$ cat config.mk
export PLATFORM = sky130hd
export DESIGN_NAME = serial_port_core
export DESIGN_NICKNAME = d
export VERILOG_FILES = /design/src/rtl/sp_pkg.sv /design/src/rtl/sp_tx.sv /design/src/rtl/sp_rx.sv /design/src/rtl/serial_port_core.sv
export SDC_FILE = /design/constraint.sdc
export NUM_CORES = 1
export LEC_CHECK = 0
export BUFFER_PORTS_ARGS = -buffer_cell sky130_fd_sc_hd__buf_2
export CAP_MARGIN = 5
export CORE_ASPECT_RATIO = 2
export CORE_MARGIN = 4
export CORE_UTILIZATION = 40
export CTS_CLUSTER_SIZE = 14
export DETAILED_ROUTE_END_ITERATION = 12
export PLACE_DENSITY = 0.54
export SLEW_MARGIN = 20
export SYNTH_ARGS = -nofsm -noshare
export SYNTH_HDL_FRONTEND = slang
export SYNTH_SLANG_ARGS = --single-unit
$ cat constraint.sdc
create_clock -name clk -period 8.7 [get_ports clk]
set_clock_uncertainty 0.1 [all_clocks]
set_input_delay 0.87 -clock clk [delete_from_list [all_inputs] [get_ports clk]]
set_output_delay 0.87 -clock clk [all_outputs]
set_load 0.005 [all_outputs]
$ cat src/rtl/sp_pkg.sv
package sp_pkg;
  localparam int DW     = 8;
  localparam int CNT_W  = 8;
  localparam int BRK_W  = 10;
  localparam int IDX_W  = 4;

  typedef struct packed {
    logic [1:0] stop;
    logic       par_en;
    logic       par_even;
    logic [1:0] len;
    logic [1:0] fac;
  } sp_mode_t;

  typedef enum logic [2:0] {S_IDLE, S_START, S_DATA, S_PAR, S_STOP} sp_state_t;

  function automatic logic [CNT_W-1:0] cell_ticks(input logic [1:0] fac);
    case (fac)
      2'b10:   return CNT_W'(16);
      2'b11:   return CNT_W'(64);
      default: return CNT_W'(1);
    endcase
  endfunction

  function automatic logic [CNT_W-1:0] stop_ticks(input sp_mode_t m);
    logic [CNT_W-1:0] ft;
    ft = cell_ticks(m.fac);
    case (m.stop)
      2'b10:   return ft + ((ft + CNT_W'(1)) >> 1);
      2'b11:   return ft << 1;
      default: return ft;
    endcase
  endfunction

  function automatic logic [IDX_W-1:0] char_bits(input sp_mode_t m);
    return IDX_W'(5) + {2'b00, m.len};
  endfunction

  function automatic logic [DW-1:0] char_mask(input sp_mode_t m);
    return 8'hFF >> (IDX_W'(8) - char_bits(m));
  endfunction
endpackage

$ cat src/rtl/sp_tx.sv
module sp_tx
  import sp_pkg::*;
(
  input  logic          clk,
  input  logic          rst_n,
  input  logic          tick,
  input  sp_mode_t      mode,
  input  logic          tx_en,
  input  logic          brk,
  input  logic          wr,
  input  logic [DW-1:0] wdata,
  output logic          txd,
  output logic          hold_empty,
  output logic          idle
);
  sp_state_t        st;
  logic [DW-1:0]    hold_q, sh;
  logic             hold_full, line, par_q, load;
  logic [CNT_W-1:0] cnt, dur;
  logic [IDX_W-1:0] bidx, nlen;
  logic [DW-1:0]    masked;

  always_comb begin
    nlen   = char_bits(mode);
    masked = hold_q & char_mask(mode);
    dur    = (st == S_STOP) ? stop_ticks(mode) : cell_ticks(mode.fac);
    load   = tick && (st == S_IDLE) && tx_en && hold_full;
  end

  always_ff @(posedge clk or negedge rst_n) begin
    if (!rst_n) begin
      st <= S_IDLE; hold_q <= '0; sh <= '0; hold_full <= 1'b0;
      line <= 1'b1; par_q <= 1'b0; cnt <= '0; bidx <= '0;
    end else begin
      if (wr) hold_q <= wdata;
      hold_full <= wr | (hold_full & ~load);
      if (tick) begin
        if (st == S_IDLE) begin
          if (load) begin
            sh    <= masked;
            par_q <= mode.par_even ? ^masked : ~^masked;
            line  <= 1'b0;
            st    <= S_START;
            cnt   <= '0;
          end
        end else if (cnt == dur - CNT_W'(1)) begin
          cnt <= '0;
          case (st)
            S_START: begin line <= sh[0]; bidx <= '0; st <= S_DATA; end
            S_DATA: begin
              if (bidx == nlen - IDX_W'(1)) begin
                if (mode.par_en) begin line <= par_q; st <= S_PAR; end
                else begin line <= 1'b1; st <= S_STOP; end
              end else begin
                sh   <= {1'b0, sh[DW-1:1]};
                line <= sh[1];
                bidx <= bidx + IDX_W'(1);
              end
            end
            S_PAR:   begin line <= 1'b1; st <= S_STOP; end
            default: st <= S_IDLE;
          endcase
        end else begin
          cnt <= cnt + CNT_W'(1);
        end
      end
    end
  end

  assign txd        = brk ? 1'b0 : line;
  assign hold_empty = ~hold_full;
  assign idle       = (st == S_IDLE);
endmodule

$ cat src/rtl/sp_rx.sv
module sp_rx
  import sp_pkg::*;
(
  input  logic          clk,
  input  logic          rst_n,
  input  logic          tick,
  input  sp_mode_t      mode,
  input  logic          rx_en,
  input  logic          rxd,
  input  logic          rd,
  input  logic          err_clr,
  output logic [DW-1:0] rx_byte,
  output logic          ready,
  output logic          pe,
  output logic          oe,
  output logic          fe,
  output logic          brk_det,
  output logic          done
);
  sp_state_t        st;
  logic [DW-1:0]    sh;
  logic [CNT_W-1:0] cnt, ft, half;
  logic [IDX_W-1:0] bidx, nlen, nframe;
  logic             par_acc, par_bit, par_bad;
  logic [BRK_W-1:0] lowcnt, thresh;

  always_comb begin
    ft      = cell_ticks(mode.fac);
    half    = ft >> 1;
    nlen    = char_bits(mode);
    nframe  = IDX_W'(1) + nlen + IDX_W'(mode.par_en) + (mode.stop[1] ? IDX_W'(2) : IDX_W'(1));
    thresh  = BRK_W'(ft) * BRK_W'(nframe);
    done    = rx_en && tick && (st == S_STOP) && (cnt == ft - CNT_W'(1));
    par_bad = mode.par_en && (par_bit != (mode.par_even ? par_acc : ~par_acc));
    brk_det = !rxd && (lowcnt == thresh);
  end

  always_ff @(posedge clk or negedge rst_n) begin
    if (!rst_n) begin
      st <= S_IDLE; sh <= '0; cnt <= '0; bidx <= '0;
      par_acc <= 1'b0; par_bit <= 1'b0;
    end else if (!rx_en) begin
      st <= S_IDLE; cnt <= '0;
    end else if (tick) begin
      case (st)
        S_IDLE: if (!rxd) begin
          par_acc <= 1'b0; bidx <= '0;
          if (ft == CNT_W'(1)) begin st <= S_DATA; cnt <= '0; end
          else begin st <= S_START; cnt <= CNT_W'(1); end
        end
        S_START: if (cnt == half) begin
          st  <= rxd ? S_IDLE : S_DATA;
          cnt <= '0;
        end else cnt <= cnt + CNT_W'(1);
        default: if (cnt == ft - CNT_W'(1)) begin
          cnt <= '0;
          case (st)
            S_DATA: begin
              sh      <= {rxd, sh[DW-1:1]};
              par_acc <= par_acc ^ rxd;
              if (bidx == nlen - IDX_W'(1)) st <= mode.par_en ? S_PAR : S_STOP;
              else bidx <= bidx + IDX_W'(1);
            end
            S_PAR:   begin par_bit <= rxd; st <= S_STOP; end
            default: st <= S_IDLE;
          endcase
        end else cnt <= cnt + CNT_W'(1);
      endcase
    end
  end

  always_ff @(posedge clk or negedge rst_n) begin
    if (!rst_n) begin
      rx_byte <= '0; ready <= 1'b0; pe <= 1'b0; oe <= 1'b0; fe <= 1'b0; lowcnt <= '0;
    end else begin
      ready <= done | (ready & ~rd);
      if (done) rx_byte <= sh >> (IDX_W'(8) - nlen);
      pe <= (pe & ~err_clr) | (done & par_bad);
      oe <= (oe & ~err_clr) | (done & ready & ~rd);
      fe <= (fe & ~err_clr) | (done & ~rxd);
      if (rxd || !rx_en) lowcnt <= '0;
      else if (tick && lowcnt != thresh) lowcnt <= lowcnt + BRK_W'(1);
    end
  end
endmodule

$ cat src/rtl/serial_port_core.sv
module serial_port_core
  import sp_pkg::*;
(
  input  logic          clk,
  input  logic          rst_n,
  input  logic          baud_tick,
  input  logic          sel_ctl,
  input  logic          wr_en,
  input  logic          rd_en,
  input  logic [DW-1:0] wdata,
  output logic [DW-1:0] rdata,
  output logic          txd,
  output logic          rts,
  output logic          dtr,
  input  logic          rxd,
  input  logic          dsr_n
);
  sp_mode_t      mode_q;
  logic          phase_mode, rts_q, dtr_q, brk_q, rxen_q, txen_q;
  logic          ctl_wr, data_wr, data_rd, err_clr;
  logic          hold_empty, tx_idle;
  logic [DW-1:0] rx_byte, stat;
  logic          ready, pe, oe, fe, brk_det, rx_done;

  assign ctl_wr  = wr_en & sel_ctl;
  assign data_wr = wr_en & ~sel_ctl;
  assign data_rd = rd_en & ~sel_ctl;
  assign err_clr = ctl_wr & ~phase_mode & wdata[4] & ~wdata[6];

  always_ff @(posedge clk or negedge rst_n) begin
    if (!rst_n) begin
      mode_q <= sp_mode_t'(8'h4E); phase_mode <= 1'b1;
      {rts_q, dtr_q, brk_q, rxen_q, txen_q} <= '0;
    end else if (ctl_wr) begin
      if (phase_mode) begin
        mode_q     <= sp_mode_t'(wdata);
        phase_mode <= 1'b0;
      end else if (wdata[6]) begin
        phase_mode <= 1'b1;
        {rts_q, dtr_q, brk_q, rxen_q, txen_q} <= '0;
      end else begin
        rts_q  <= wdata[5];
        brk_q  <= wdata[3];
        rxen_q <= wdata[2];
        dtr_q  <= wdata[1];
        txen_q <= wdata[0];
      end
    end
  end

  sp_tx u_tx (
    .clk(clk), .rst_n(rst_n), .tick(baud_tick), .mode(mode_q),
    .tx_en(txen_q), .brk(brk_q), .wr(data_wr), .wdata(wdata),
    .txd(txd), .hold_empty(hold_empty), .idle(tx_idle)
  );

  sp_rx u_rx (
    .clk(clk), .rst_n(rst_n), .tick(baud_tick), .mode(mode_q),
    .rx_en(rxen_q), .rxd(rxd), .rd(data_rd), .err_clr(err_clr),
    .rx_byte(rx_byte), .ready(ready), .pe(pe), .oe(oe), .fe(fe),
    .brk_det(brk_det), .done(rx_done)
  );

  assign stat  = {~dsr_n, brk_det, fe, oe, pe, hold_empty & tx_idle, ready, txen_q & hold_empty};
  assign rdata = sel_ctl ? stat : rx_byte;
  assign rts   = rts_q;
  assign dtr   = dtr_q;
endmodule

# [Word level (Yosys, flattened, before mapping)]
# Index checks and enable logic that the tools add are counted.
[classes] n_addsub=15 n_mul=1 div_mod_pow=0 magnitude_cmp=0 eq_ne=32 shifts=2 mux=65 bitwise=37 n_reduce_logical=38
[op_table] operator="8-bit 2-to-1 mux" count=15
[op_table] operator="3-bit 2-to-1 mux" count=11
[op_table] operator="8-bit case mux with 2 select lines" count=2
[op_table] operator="5-bit AND reduction" count=5
[op_table] operator="10-bit 2-to-1 mux" count=2
[op_table] operator="4-bit 2-to-1 mux" count=5
[op_table] operator="1-bit 2-to-1 mux" count=19
[op_table] operator="1-bit AND" count=17
[op_table] operator="8-bit by 1-bit adder with 8-bit output, second input constant" count=2
[op_table] operator="8-bit == test" count=2
[op_table] operator="4-bit case mux with 2 select lines" count=2
[op_table] operator="7-bit case mux with 2 select lines" count=1
[op_table] operator="1-bit inverter" count=13
[op_table] operator="3-bit by 2-bit == test with 1-bit output, second input constant" count=4
[op_table] operator="3-bit case mux with 2 select lines" count=2
[op_table] operator="2-bit nonzero test" count=6
[op_table] operator="10-bit by 1-bit adder with 10-bit output, second input constant" count=1
[op_table] operator="10-bit == test" count=1
[op_table] operator="7-bit by 4-bit multiplier with 10-bit output" count=1
[op_table] operator="10-bit != test" count=1
[op_table] operator="2-bit != test, second input constant" count=5
[op_table] operator="1-bit logical AND" count=9
[op_table] operator="3-bit case mux with 3 select lines" count=1
[op_table] operator="4-bit by 1-bit adder with 4-bit output, second input constant" count=2
[op_table] operator="42 further kinds" count=61
[word_totals] register_bits=95 latchBits=0 mem_bits_rw=0 mem_bits_ro=0 inputBits=16 out_inout_bits=11 wordCells=221 n_memories=0

# [Longest topological paths before layout]
# Gate-level depths: netlist of run 1.
[logic_depth] depth_word=10 depth_mapped=17 ltp_nobuf=16

# [By module]
# From an unflattened synthesis of run 1, not the netlist that was laid out.
[hier_totals] cells_unflattened=634 area_unflattened_um2=6184.7
[modules_own_cells] module="sp_rx" n_inst=1 cells_per_inst=358 area_each_um2=3333.2 seq_area_each_um2=1176.1
[modules_own_cells] module="sp_tx" n_inst=1 cells_per_inst=220 area_each_um2=2112.0 seq_area_each_um2=852.1
[modules_own_cells] module="serial_port_core" n_inst=1 cells_per_inst=56 area_each_um2=739.5 seq_area_each_um2=356.6

# [Least setup slack after synthesis of run 1]
# No wires, ideal clock.
[synth_path] kind="register to output" from="reg mode_q[2] (netlist bit)" to="out rdata[6]" arrival_time_ns=4.124 setup_slack_ns=3.606 path_stages_with_launch=18 path_buffers=1 path_cell_list="dfstp_2 -> buf_1 -> inv_1 -> ha_1 -> ha_1 -> ha_1 -> a21oi_1 -> xnor2_1 -> nor2_1 -> ha_1 -> ha_1 -> ha_1 -> xor2_1 -> a2111oi_0 -> o211ai_1 -> nor4b_2 -> nand4_1 -> o21ai_0"
[synth_between] elab_chain_len=8
[synth_lines] item="start: declaration" line="serial_port_core.sv:18" rtl="sp_mode_t mode_q;"
[synth_lines] item="start signal: assignment" line="serial_port_core.sv:36" rtl="mode_q <= sp_mode_t'(wdata);"
[synth_lines] item="3-bit by 2-bit adder with 4-bit output" line="sp_pkg.sv:36" rtl="return IDX_W'(5) + {2'b00, m.len};"
[synth_lines] item="1-bit by 4-bit adder with 4-bit output" line="sp_rx.sv:31" rtl="nframe = IDX_W'(1) + nlen + IDX_W'(mode.par_en) + (mode.stop[1] ? IDX_W'(2) : IDX_W'(1));"
[synth_lines] item="4-bit by 1-bit adder with 4-bit output" line="sp_rx.sv:31"
[synth_lines] item="4-bit adder" line="sp_rx.sv:31"
[synth_lines] item="7-bit by 4-bit multiplier with 10-bit output" line="sp_rx.sv:32" rtl="thresh = BRK_W'(ft) * BRK_W'(nframe);"
[synth_lines] item="10-bit == test" line="sp_rx.sv:35" rtl="brk_det = !rxd && (lowcnt == thresh);"
[synth_lines] item="1-bit logical AND" line="sp_rx.sv:35"
[synth_lines] item="8-bit 2-to-1 mux" line="serial_port_core.sv:65" rtl="assign rdata = sel_ctl ? stat : rx_byte;"
[synth_lines] item="end: declaration" line="serial_port_core.sv:11" rtl="output logic [DW-1:0] rdata,"
# Every way passes these cells.

# [Worst setup path after layout of run 1]
# Ends and elaborated chain as after synthesis.

==> impl_metrics.env, run 1 <==
export IMPL_status="finished, final reports clean"
export IMPL_crit_path_end_kind="output pin"
export IMPL_crit_slowest_cell="dfstp_2"
export IMPL_clockRootBuffer="clkbuf_16"
export IMPL_syn_to_final_growth_pct=10.2
export IMPL_dr_pass1_iters=7
export IMPL_clock_sinks=95
export IMPL_die_y_um=178
export IMPL_fmax_mhz=159
export IMPL_dp_hpwl_mm=11.0
export IMPL_clock_latency_ns=0.34
export IMPL_synth_edff_count=0
export IMPL_ys_seq_area_share_pct=41.2
export IMPL_ys_top_cells_by_area="dfrtp_1, mux2_2, ha_1"
export IMPL_cts_clk_slew_worst_paths_ns=0.07
export IMPL_wl_mm=14.7
export IMPL_reg2reg_to="u_rx.lowcnt[1]"
export IMPL_regArea_um2=2380
export IMPL_wire_per_inst_um=18.7
export IMPL_hold_buffers=0
export IMPL_path_cells="inv_1, ha_1, ha_1, ha_1, a21oi_1, xnor2_1, nor2_1, ha_1, ha_1, ha_1, xor2_1, a2111oi_0, o211ai_1, nor4b_2, nand4_1, o21ai_0, buf_2"
export IMPL_use_met2_pct=33.5
export IMPL_vias=4479
export IMPL_async_flop_share_pct=100
export IMPL_h_tree_depth=3
export IMPL_grt_start_max_net_pins=52
export IMPL_slew_violations=0
export IMPL_grtUsageTotal_pct=18.5
export IMPL_setup_viol=0
export IMPL_first_iter_violations=257
export IMPL_vias_per_cell=5.69
export IMPL_syn_area_um2=5790
export IMPL_antenna_found_initial=0
export IMPL_use_met3_pct=2.66
export IMPL_min_period_ns=6.27
export IMPL_cts_resized_gates=0
export IMPL_grt_pass1_wl_mm=24.1
export IMPL_r2r_cells=16
export IMPL_use_met1_pct=21.6
export IMPL_r2r_start="mode_q[2]"
export IMPL_crit_end="rdata[6]"
export IMPL_synth_common_cells="dfrtp_1, nand2_1, inv_1"
export IMPL_synth_cell_types=71
export IMPL_clock_path_buffers=2
export IMPL_post_cts_buffers=0
export IMPL_cap_violations=0
export IMPL_power_density_nw_per_um2=270
export IMPL_worstPathRequired_ns=7.73
export IMPL_yosysMostFrequentCell="dfrtp_1"
export IMPL_yosysTopAreaCellShare_pct=38.5
export IMPL_critPathLaunch="mode_q[2]"
export IMPL_io_pins=27
export IMPL_multi_input_area_um2=3180
export IMPL_finalCritPeriodShare_pct=72.1
export IMPL_slowest_delay_ns=0.78
export IMPL_num_rows=62
export IMPL_crit_path_frequent_cell="ha_1"
export IMPL_p_leak_nw=2.80
export IMPL_drcViolationCount=0
export IMPL_worst_pin_slew_ns=0.912
export IMPL_ir_drop_mv=0.127
export IMPL_critical_path_class="flip-flop to output pin"
export IMPL_fillers=1450
export IMPL_top_usage_layer="met2"
export IMPL_ys_flop_type="dfrtp_1"
export IMPL_cts_buffers=9
export IMPL_core_area_um2=14300
export IMPL_syn_nets=616
export IMPL_regToRegSetupSlack_ns=3.65
export IMPL_initial_utilization_pct=40.6
export IMPL_yosys_warnings=0
export IMPL_avgSynthCellArea_um2=10.0
export IMPL_hp_class="flip-flop to flip-flop"
export IMPL_critPathMaxFanout=17
export IMPL_startpoint_type="flip-flop"
export IMPL_synthCells=577
export IMPL_drive_above_1_share_pct=16.5
export IMPL_overflow=0
export IMPL_max_slew_margin_pct=39.2
export IMPL_grt_pass1_vias=4628
export IMPL_postRouteAntennaNets=0
export IMPL_port_buffers=26
export IMPL_ys_seq_elements=95
export IMPL_die_area_um2=16600
export IMPL_fin_nets=629
export IMPL_whs_ns=0.390
export IMPL_cp_arrival_ns=5.30
export IMPL_yosysTopAreaCell="dfrtp_1"
export IMPL_fin_tns_setup_ns=0
export IMPL_final_hold_violation_count=0
export IMPL_cts_tree="done"
export IMPL_antennaDiodeCount=0
export IMPL_rsz0062_at_grt="no"
export IMPL_gp_congestion=0.825
export IMPL_die_w_um=93.1
[worst max-delay path, delay by kind of cell, from the launching register on]
| family | cells | cell delay [ns] |
|---|---|---|
| AO/OA/AOI/OAI | 4 | 0.94 |
| adder cells (fa/ha/maj) | 6 | 1.88 |
| buffers and inverters | 2 | 0.29 |
| AND/OR/NAND/NOR | 3 | 0.75 |
| XOR/XNOR | 2 | 0.30 |
| flip-flops | 1 | 0.78 |
[stage by stage]
stage / power, mW / util, % / std cells / instance area, µm² / worst slack [ns]
finish: 1.72 / 44.7 / 787 / 6380 / 2.43
global placement: 1.29 / 42.5 / 771 / 6070 / 2.94
detailed placement: 1.31 / 42.5 / 771 / 6070 / 2.80
floorplan: 1.13 / - / 577 / 5790 / 3.61
CTS: 1.73 / 44.7 / 787 / 6370 / 2.39
global route: 1.84 / 44.7 / 787 / 6380 / 2.12
[cell type report]
class	instances	area share (%)
multi-input cells	424	49.9
repair buffers	27	2.20
clock inverters	5	1.00
inverters	33	1.94
clock buffers	11	3.80
flip-flops and latches	95	37.4
well taps	192	3.77
[state kept, by name, indices dropped and copies added (netlist names), 3 cells and up]
signal	flops
mode_q	8
u_rx.bidx	4
u_rx.cnt	8
u_rx.lowcnt	10
u_rx.rx_byte	8
u_rx.sh	8
u_rx.st	3
u_tx.bidx	4
u_tx.cnt	8
u_tx.hold_q	8
u_tx.sh	8
u_tx.st	3
[cell families (layout without fill, tap and decap cells)]
family | Yosys count | count (layout) | share of synthesized area [%]
AOI/OAI and AO/OA | 117 | 117 | 14.6
DFF | 95 | 95 | 41.2
adders and majority gates | 23 | 23 | 5.23
muxes | 54 | 54 | 11.1
xor gates and xnor gates | 34 | 34 | 5.62
and+or+nand+nor | 196 | 196 | 18.4
buffers and inverters | 58 | 76 | 3.91
[how the worst min path moves through the flow]
stage | from | to | slack [ns] | cells past startpoint
2_1_floorplan | u_rx.fe | u_rx.fe | 0.34 | 2
3_3_place_gp | u_rx.fe | u_rx.fe | 0.36 | 2
3_5_place_dp | u_rx.fe | u_rx.fe | 0.37 | 2
4_1_cts | u_rx.fe | u_rx.fe | 0.39 | 2
5_1_grt | u_rx.fe | u_rx.fe | 0.42 | 2
6_report | u_rx.fe | u_rx.fe | 0.39 | 2
[cells in the final DEF (no fill, tap or decap), types with 3 or more instances in the layout]
cell       count
nor3_1         9
o21ai_0       28
o21a_1         3
ha_1          21
dfstp_2        6
nand2_1       56
nand3b_1       3
mux2i_1       19
nand2b_1      20
nor2b_1        8
mux2_2        30
a21oi_1       20
o41ai_1        3
a31oi_1        4
or3_1          8
inv_1         31
a211oi_1       7
nand4_1       12
dfrtp_1       89
clkbuf_16      9
and3_1        17
o22ai_1        3
buf_2         25
a211o_1        3
xnor2_1       17
mux4_2         5
a22o_1         4
nor2_1        28
xor2_1        15
a221o_1       10
nand3_1       16
a21o_1         5
[where the power goes]
| group | switching, mW | internal, mW |
|---|---|---|
| combinational | 0.371 | 0.309 |
| sequential | 0.113 | 0.517 |
| clock | 0.179 | 0.234 |
| total | 0.663 | 1.06 |
[per-layer routing]
metal,vias to the layer above,wire length (µm),share of wire (%)
met4,0,415,2.8
met1,2256,5920,40
met2,89,8040,55
li1,2113,-,-
met3,21,341,2.3
met5,-,0,0
Power figures use the tool's default switching activity.
==> run 2, diff against run 1 <==
Settings changed: ABC_AREA set to 1, PLACE_DENSITY 0.54 to 0.56.
Clock period 8.7 ns to 5.3 ns, I/O delays scaled along.
==> run 2 against run 1 <==
Compared with the run above: critical path depth up 2; first-iteration DRC count down 7.0%; sequential cell count unchanged; non-clock buffer count unchanged; die area up 1.5%; final cell count up 23%; power up 89%; clock power up 61%; highest routed layer unchanged.
==> impl_metrics.env, run 2 <==
export IMPL_setup_viol=0
export IMPL_num_rows=62
export IMPL_layout_commonest_cell="nand2_1"
export IMPL_yosysTopAreaCell="dfrtp_1"
export IMPL_antennaDiodeCount=0
export IMPL_die_area_um2=16800
export IMPL_critPathMaxFanout=17
export IMPL_drcViolationCount=0
export IMPL_swShare_pct=45.1
export IMPL_clock_sinks=95
export IMPL_ys_seq_elements=95
export IMPL_wire_per_inst_um=15.2
export IMPL_vias_per_cell=5.18
export IMPL_final_cell_mix="nand2_1, dfrtp_1, inv_1"
export IMPL_grtUsageTotal_pct=18.5
export IMPL_cap_violations=0
export IMPL_clock_path_buffers=2
export IMPL_yosysTopAreaCellShare_pct=37.8
export IMPL_crit_path_end_kind="output pin"
export IMPL_cts_clk_slew_worst_paths_ns=0.07
export IMPL_ys_flop_type="dfrtp_1"
export IMPL_ys_top_cells_by_area="dfrtp_1, nand2_1, o21ai_0"
export IMPL_p_int_mw=1.78
export IMPL_grt_pass1_vias=5105
export IMPL_status="finished, final reports clean"
export IMPL_dr_pass1_iters=5
export IMPL_comb_power_share_pct=46.3
export IMPL_port_buffers=26
export IMPL_startpoint_type="flip-flop"
export IMPL_slew_violations=0
export IMPL_critical_path_class="flip-flop to output pin"
export IMPL_p_leak_nw=3.16
export IMPL_postRouteAntennaNets=0
export IMPL_final_util_pct=44.9
export IMPL_synthCells=755
export IMPL_core_area_um2=14400
export IMPL_wl_mm=14.8
export IMPL_synth_edff_count=0
export IMPL_fin_nets=812
export IMPL_io_pins=27
export IMPL_synthSimpleGateAreaFrac_pct=27.9
export IMPL_final_hold_violation_count=0
export IMPL_min_period_ns=4.87
export IMPL_synth_cell_types=41
export IMPL_grt_pass1_wl_mm=25.0
export IMPL_die_y_um=180
export IMPL_first_iter_violations=239
export IMPL_synth_mux_area_share_pct=1.34
export IMPL_largest_reg_flops=10
export IMPL_drive_above_1_share_pct=12.3
export IMPL_avgSynthCellArea_um2=7.79
export IMPL_syn_to_final_growth_pct=10.0
export IMPL_gp_congestion=0.848
export IMPL_h_tree_depth=3
export IMPL_clockRootBuffer="clkbuf_16"
export IMPL_p_switching_mw=1.46
export IMPL_post_cts_buffers=0
export IMPL_fin_tns_setup_ns=0
export IMPL_cts_buffers=9
export IMPL_synth_compound_area_share_pct=10.7
export IMPL_async_flop_share_pct=100
export IMPL_synth_common_cells="nand2_1, dfrtp_1, inv_1"
export IMPL_syn_area_um2=5880
export IMPL_cts_tree="done"
export IMPL_hold_buffers=0
export IMPL_synth_fa_ha_area_share_pct=5.15
export IMPL_synth_xor_area_share_pct=6.70
export IMPL_power_mw=3.25
export IMPL_max_slew_margin_pct=41.4
export IMPL_dp_hpwl_mm=11.5
export IMPL_initial_utilization_pct=40.8
export IMPL_finalCritPeriodShare_pct=91.9
export IMPL_worstPathRequired_ns=4.67
export IMPL_vias=5023
export IMPL_yosysMostFrequentCell="nand2_1"
export IMPL_overflow=0
export IMPL_grt_start_max_net_pins=69
export IMPL_yosys_warnings=0
export IMPL_antenna_found_initial=0
export IMPL_clock_latency_ns=0.35
export IMPL_hp_class="input port to async pin"
export IMPL_syn_nets=794
export IMPL_die_w_um=93.8
export IMPL_seqPwrFrac_pct=33.3
export IMPL_rsz0062_at_grt="no"
export IMPL_clkPwrFrac_pct=20.4
export IMPL_fmax_mhz=205
export IMPL_power_density_nw_per_um2=502
export IMPL_synth_top_family_by_area="simple AND/OR/NAND/NOR gates"
export IMPL_ir_drop_mv=0.235
export IMPL_fillers=1501
export IMPL_regMostFlops="u_rx.lowcnt"
export IMPL_cp_arrival_ns=4.24
export IMPL_worst_pin_slew_ns=0.879
export IMPL_ys_seq_area_share_pct=40.5
-- run 2: final timing paths --
kind	from	cells after the start	slack (ns)	to
worst max register to register	mode_q[2]	20	1.12	u_rx.lowcnt[3]
worst min-delay path	rst_n	1	0.18	u_tx.cnt[1]
max in group asynchronous	rst_n	2	3.96	u_rx.cnt[6]
min in group clk	wdata[5]	3	0.33	mode_q[5]
worst min register to register	u_tx.line	2	0.36	u_tx.line
worst max-delay path	mode_q[2]	19	0.43	rdata[6]
-- run 2: routing by layer --
metal | vias up | track usage [%] | wire (µm) | share of wire [%]
li1 | 2520 | - | - | -
met1 | 2369 | 20.9 | 5890 | 40
met2 | 104 | 33.6 | 7950 | 54
met3 | 30 | 2.85 | 414 | 2.8
met4 | 0 | 7.64 | 507 | 3.4
met5 | - | 0 | 0 | 0
-- run 2: cell type report --
| class | count | area (µm²) | share of cell area, % |
|---|---|---|---|
| Inverter | 91 | 342 | 5.28 |
| Tap cell | 192 | 240 | 3.71 |
| Multi-Input combinational cell | 549 | 3060 | 47.3 |
| Sequential cell | 95 | 2390 | 36.9 |
| Clock buffer | 12 | 246 | 3.81 |
| Timing Repair Buffer | 27 | 140 | 2.16 |
| Clock inverter | 4 | 55.1 | 0.850 |
-- run 2: metrics by stage --
step                      hold slack, ns  cell area, µm²  worst slack [ns]  cells
after floorplan                    0.134            5880              1.22    755
after global placement             0.349            6150             0.714    954
after global routing               0.256            6470            0.0688    970
after CTS                          0.235            6450             0.197    970
final                              0.183            6470             0.429    970
after detailed placement           0.351            6150             0.585    954
-- run 2: repair_timing --
item,in CTS,in global routing
gates resized for setup,0,4
setup endpoints to repair,0,1
endpoints found under the hold margin,0,0
-- run 2: cells by family after synthesis --
| logic type | Yosys count |
|---|---|
| buffers and inverters | 111 |
| flip-flops | 95 |
| multiplexers | 7 |
| XOR/XNOR | 45 |
| adder cells (fa/ha/maj) | 23 |
| AND/OR/NAND/NOR | 363 |
| AO/OA/AOI/OAI | 111 |
-- run 2: critical path, stage by stage, from the launching register on --
cell,delay [ns]
dfstp_4,0.72
inv_2,0.12
ha_1,0.36
ha_1,0.20
ha_1,0.20
nor2_1,0.10
nand2_1,0.06
o21ai_1,0.13
xor2_1,0.21
nor2_1,0.06
ha_1,0.19
ha_1,0.28
ha_1,0.21
xnor2_1,0.17
xor2_1,0.20
o21ai_0,0.12
nand2_1,0.11
nand3_4,0.17
o22ai_2,0.15
buf_2,0.14
-- run 2: power by group through the flow --
stage                     Clock, mW  Combinational, mW  Sequential [mW]
after floorplan                   0               1.20             1.02
after global placement            0               1.46             1.09
after detailed placement          0               1.49             1.09
after CTS                     0.679               1.50             1.08
after global routing          0.707               1.74             1.10
final                         0.663               1.50             1.08
==> run 3, diff against run 2 <==
Settings changed: ABC_AREA 1 to unset.
==> run 3 against run 2 <==
Compared with the run above: sequential power is 6% lower; combinational power fell by 21%; sequential share of layout area is 0.32 points higher; critical path type unchanged.
==> impl_metrics.env, run 3 (synthesis gave the netlist of run 1 again) <==
export IMPL_post_cts_buffers=0
export IMPL_setup_viol=0
export IMPL_ir_drop_mv=0.293
export IMPL_hp_class="input port to async pin"
export IMPL_status="finished, final reports clean"
export IMPL_clockRootBuffer="clkbuf_16"
export IMPL_finalCritPeriodShare_pct=96.4
export IMPL_overflow=0
export IMPL_io_pins=27
export IMPL_antenna_found_initial=0
export IMPL_die_area_um2=16600
export IMPL_clock_latency_ns=0.35
export IMPL_crit_path_frequent_cell="ha_1"
export IMPL_final_cell_mix="dfrtp_1, nand2_1, inv_1"
export IMPL_vias_per_cell=5.71
export IMPL_p_leak_nw=2.81
export IMPL_max_slew_margin_pct=26.0
export IMPL_h_tree_depth=3
export IMPL_syn_to_final_growth_pct=10.7
export IMPL_die_y_um=178
export IMPL_cts_buffers=9
export IMPL_worst_pin_slew_ns=1.09
export IMPL_critical_path_class="flip-flop to output pin"
export IMPL_min_period_ns=5.11
export IMPL_dr_pass1_iters=5
export IMPL_drive_above_1_share_pct=17.4
export IMPL_core_area_um2=14300
export IMPL_crit_path_end_kind="output pin"
export IMPL_largest_reg_flops=10
export IMPL_critPathTopFamily="adder cells"
export IMPL_grt_pass1_vias=4782
export IMPL_regMostFlops="u_rx.lowcnt"
export IMPL_dp_hpwl_mm=10.8
export IMPL_slew_violations=0
export IMPL_grt_start_max_net_pins=51
export IMPL_slowest_delay_ns=0.58
export IMPL_whs_ns=0.104
export IMPL_grtUsageTotal_pct=18.7
export IMPL_final_util_pct=44.9
export IMPL_postRouteAntennaNets=0
export IMPL_cts_clk_slew_worst_paths_ns=0.07
export IMPL_path_buf_inv=1
export IMPL_final_hold_violation_count=0
export IMPL_dp_cells=774
export IMPL_cp_arrival_ns=4.48
export IMPL_grt_pass1_wl_mm=24.4
export IMPL_drcViolationCount=0
export IMPL_initial_utilization_pct=40.6
export IMPL_critPathMaxFanout=5
export IMPL_wl_mm=14.4
export IMPL_clock_path_buffers=2
export IMPL_startpoint_type="flip-flop"
export IMPL_port_buffers=26
export IMPL_first_iter_violations=245
export IMPL_vias=4509
export IMPL_worstPathRequired_ns=4.67
export IMPL_layout_commonest_cell="dfrtp_1"
export IMPL_hold_buffers=0
export IMPL_num_rows=62
export IMPL_power_density_nw_per_um2=448
export IMPL_antennaDiodeCount=0
export IMPL_cap_violations=0
export IMPL_gp_congestion=0.839
export IMPL_clock_sinks=95
export IMPL_fmax_mhz=196
export IMPL_cts_tree="done"
export IMPL_wire_per_inst_um=18.3
export IMPL_crit_slowest_cell="dfstp_2"
export IMPL_die_w_um=93.1
export IMPL_path_cells="fa_1, ha_1, a21o_1, a21oi_2, xnor2_1, nor2_1, ha_1, ha_1, ha_1, xor2_1, a2111oi_2, o211ai_1, nor4b_2, nand4_1, o21ai_2, buf_2"
export IMPL_finalNonFillerCells=790
export IMPL_fin_nets=632
export IMPL_power_mw=2.87
-- run 3: final timing paths --
path	startpoint	endpoint	slack [ns]	cells after the start
hold reg to reg	u_rx.fe	u_rx.fe	0.38	2
max in group asynchronous	rst_n	u_tx.sh[6]	3.93	2
setup reg to reg	mode_q[3]	u_rx.lowcnt[1]	0.91	16
min in group clk	wdata[4]	mode_q[4]	0.36	2
setup / recovery	mode_q[3]	rdata[6]	0.19	16
hold / removal	rst_n	u_tx.st[2]	0.10	1
-- run 3: power by group --
| part | internal, mW | total (mW) | switching (mW) |
|---|---|---|---|
| registers | 0.848 | 1.02 | 0.170 |
| clock network | 0.371 | 0.672 | 0.301 |
| logic | 0.534 | 1.18 | 0.644 |
-- run 3: metal layers --
metal / vias up / part of all wire (%) / wire length [µm] / GRT usage, %
met1: 2253 / 39 / 5700 / 21.4
met5: - / 0 / 0 / 0
li1: 2130 / - / - / -
met3: 30 / 2.5 / 367 / 2.87
met4: 0 / 3.2 / 461 / 8.13
met2: 96 / 55 / 7910 / 34.1
-- run 3: what timing repair did --
action,4_1_cts,5_1_grt
cloned,0,0
setup endpoints to repair,1,1
gates resized for setup,1,4
pin swaps,0,1
-- run 3: cell type report --
type / instances / area (µm²)
inverters: 33 / 124
flip-flops and latches: 95 / 2380
well taps: 192 / 240
clock buffers: 9 / 225
clock inverters: 7 / 78.8
repair buffers: 30 / 163
multi-input cells: 424 / 3190
fillers: 1427 / 7870
-- run 3: through the flow --
step | TNS (ns) | area [µm²] | worst slack (ns)
after global placement | 0 | 6090 | 0.390
after global routing | -0.105 | 6410 | -0.105
final | 0 | 6410 | 0.190
after floorplan | 0 | 5790 | 0.546
after detailed placement | 0 | 6090 | 0.329
after CTS | 0 | 6400 | 0.0345
-- run 3: worst register-to-register path, cell delays in order, from the launching register on --
cell,delay [ns]
dfstp_2,0.58
fa_1,0.48
ha_1,0.34
a21o_1,0.19
a21oi_2,0.22
xnor2_1,0.15
nor2_1,0.06
ha_1,0.20
ha_1,0.28
ha_1,0.31
xor2_1,0.17
a2111oi_2,0.24
o211ai_1,0.15
nor4b_2,0.32
buf_4,0.20
a21oi_1,0.11
mux2i_1,0.16
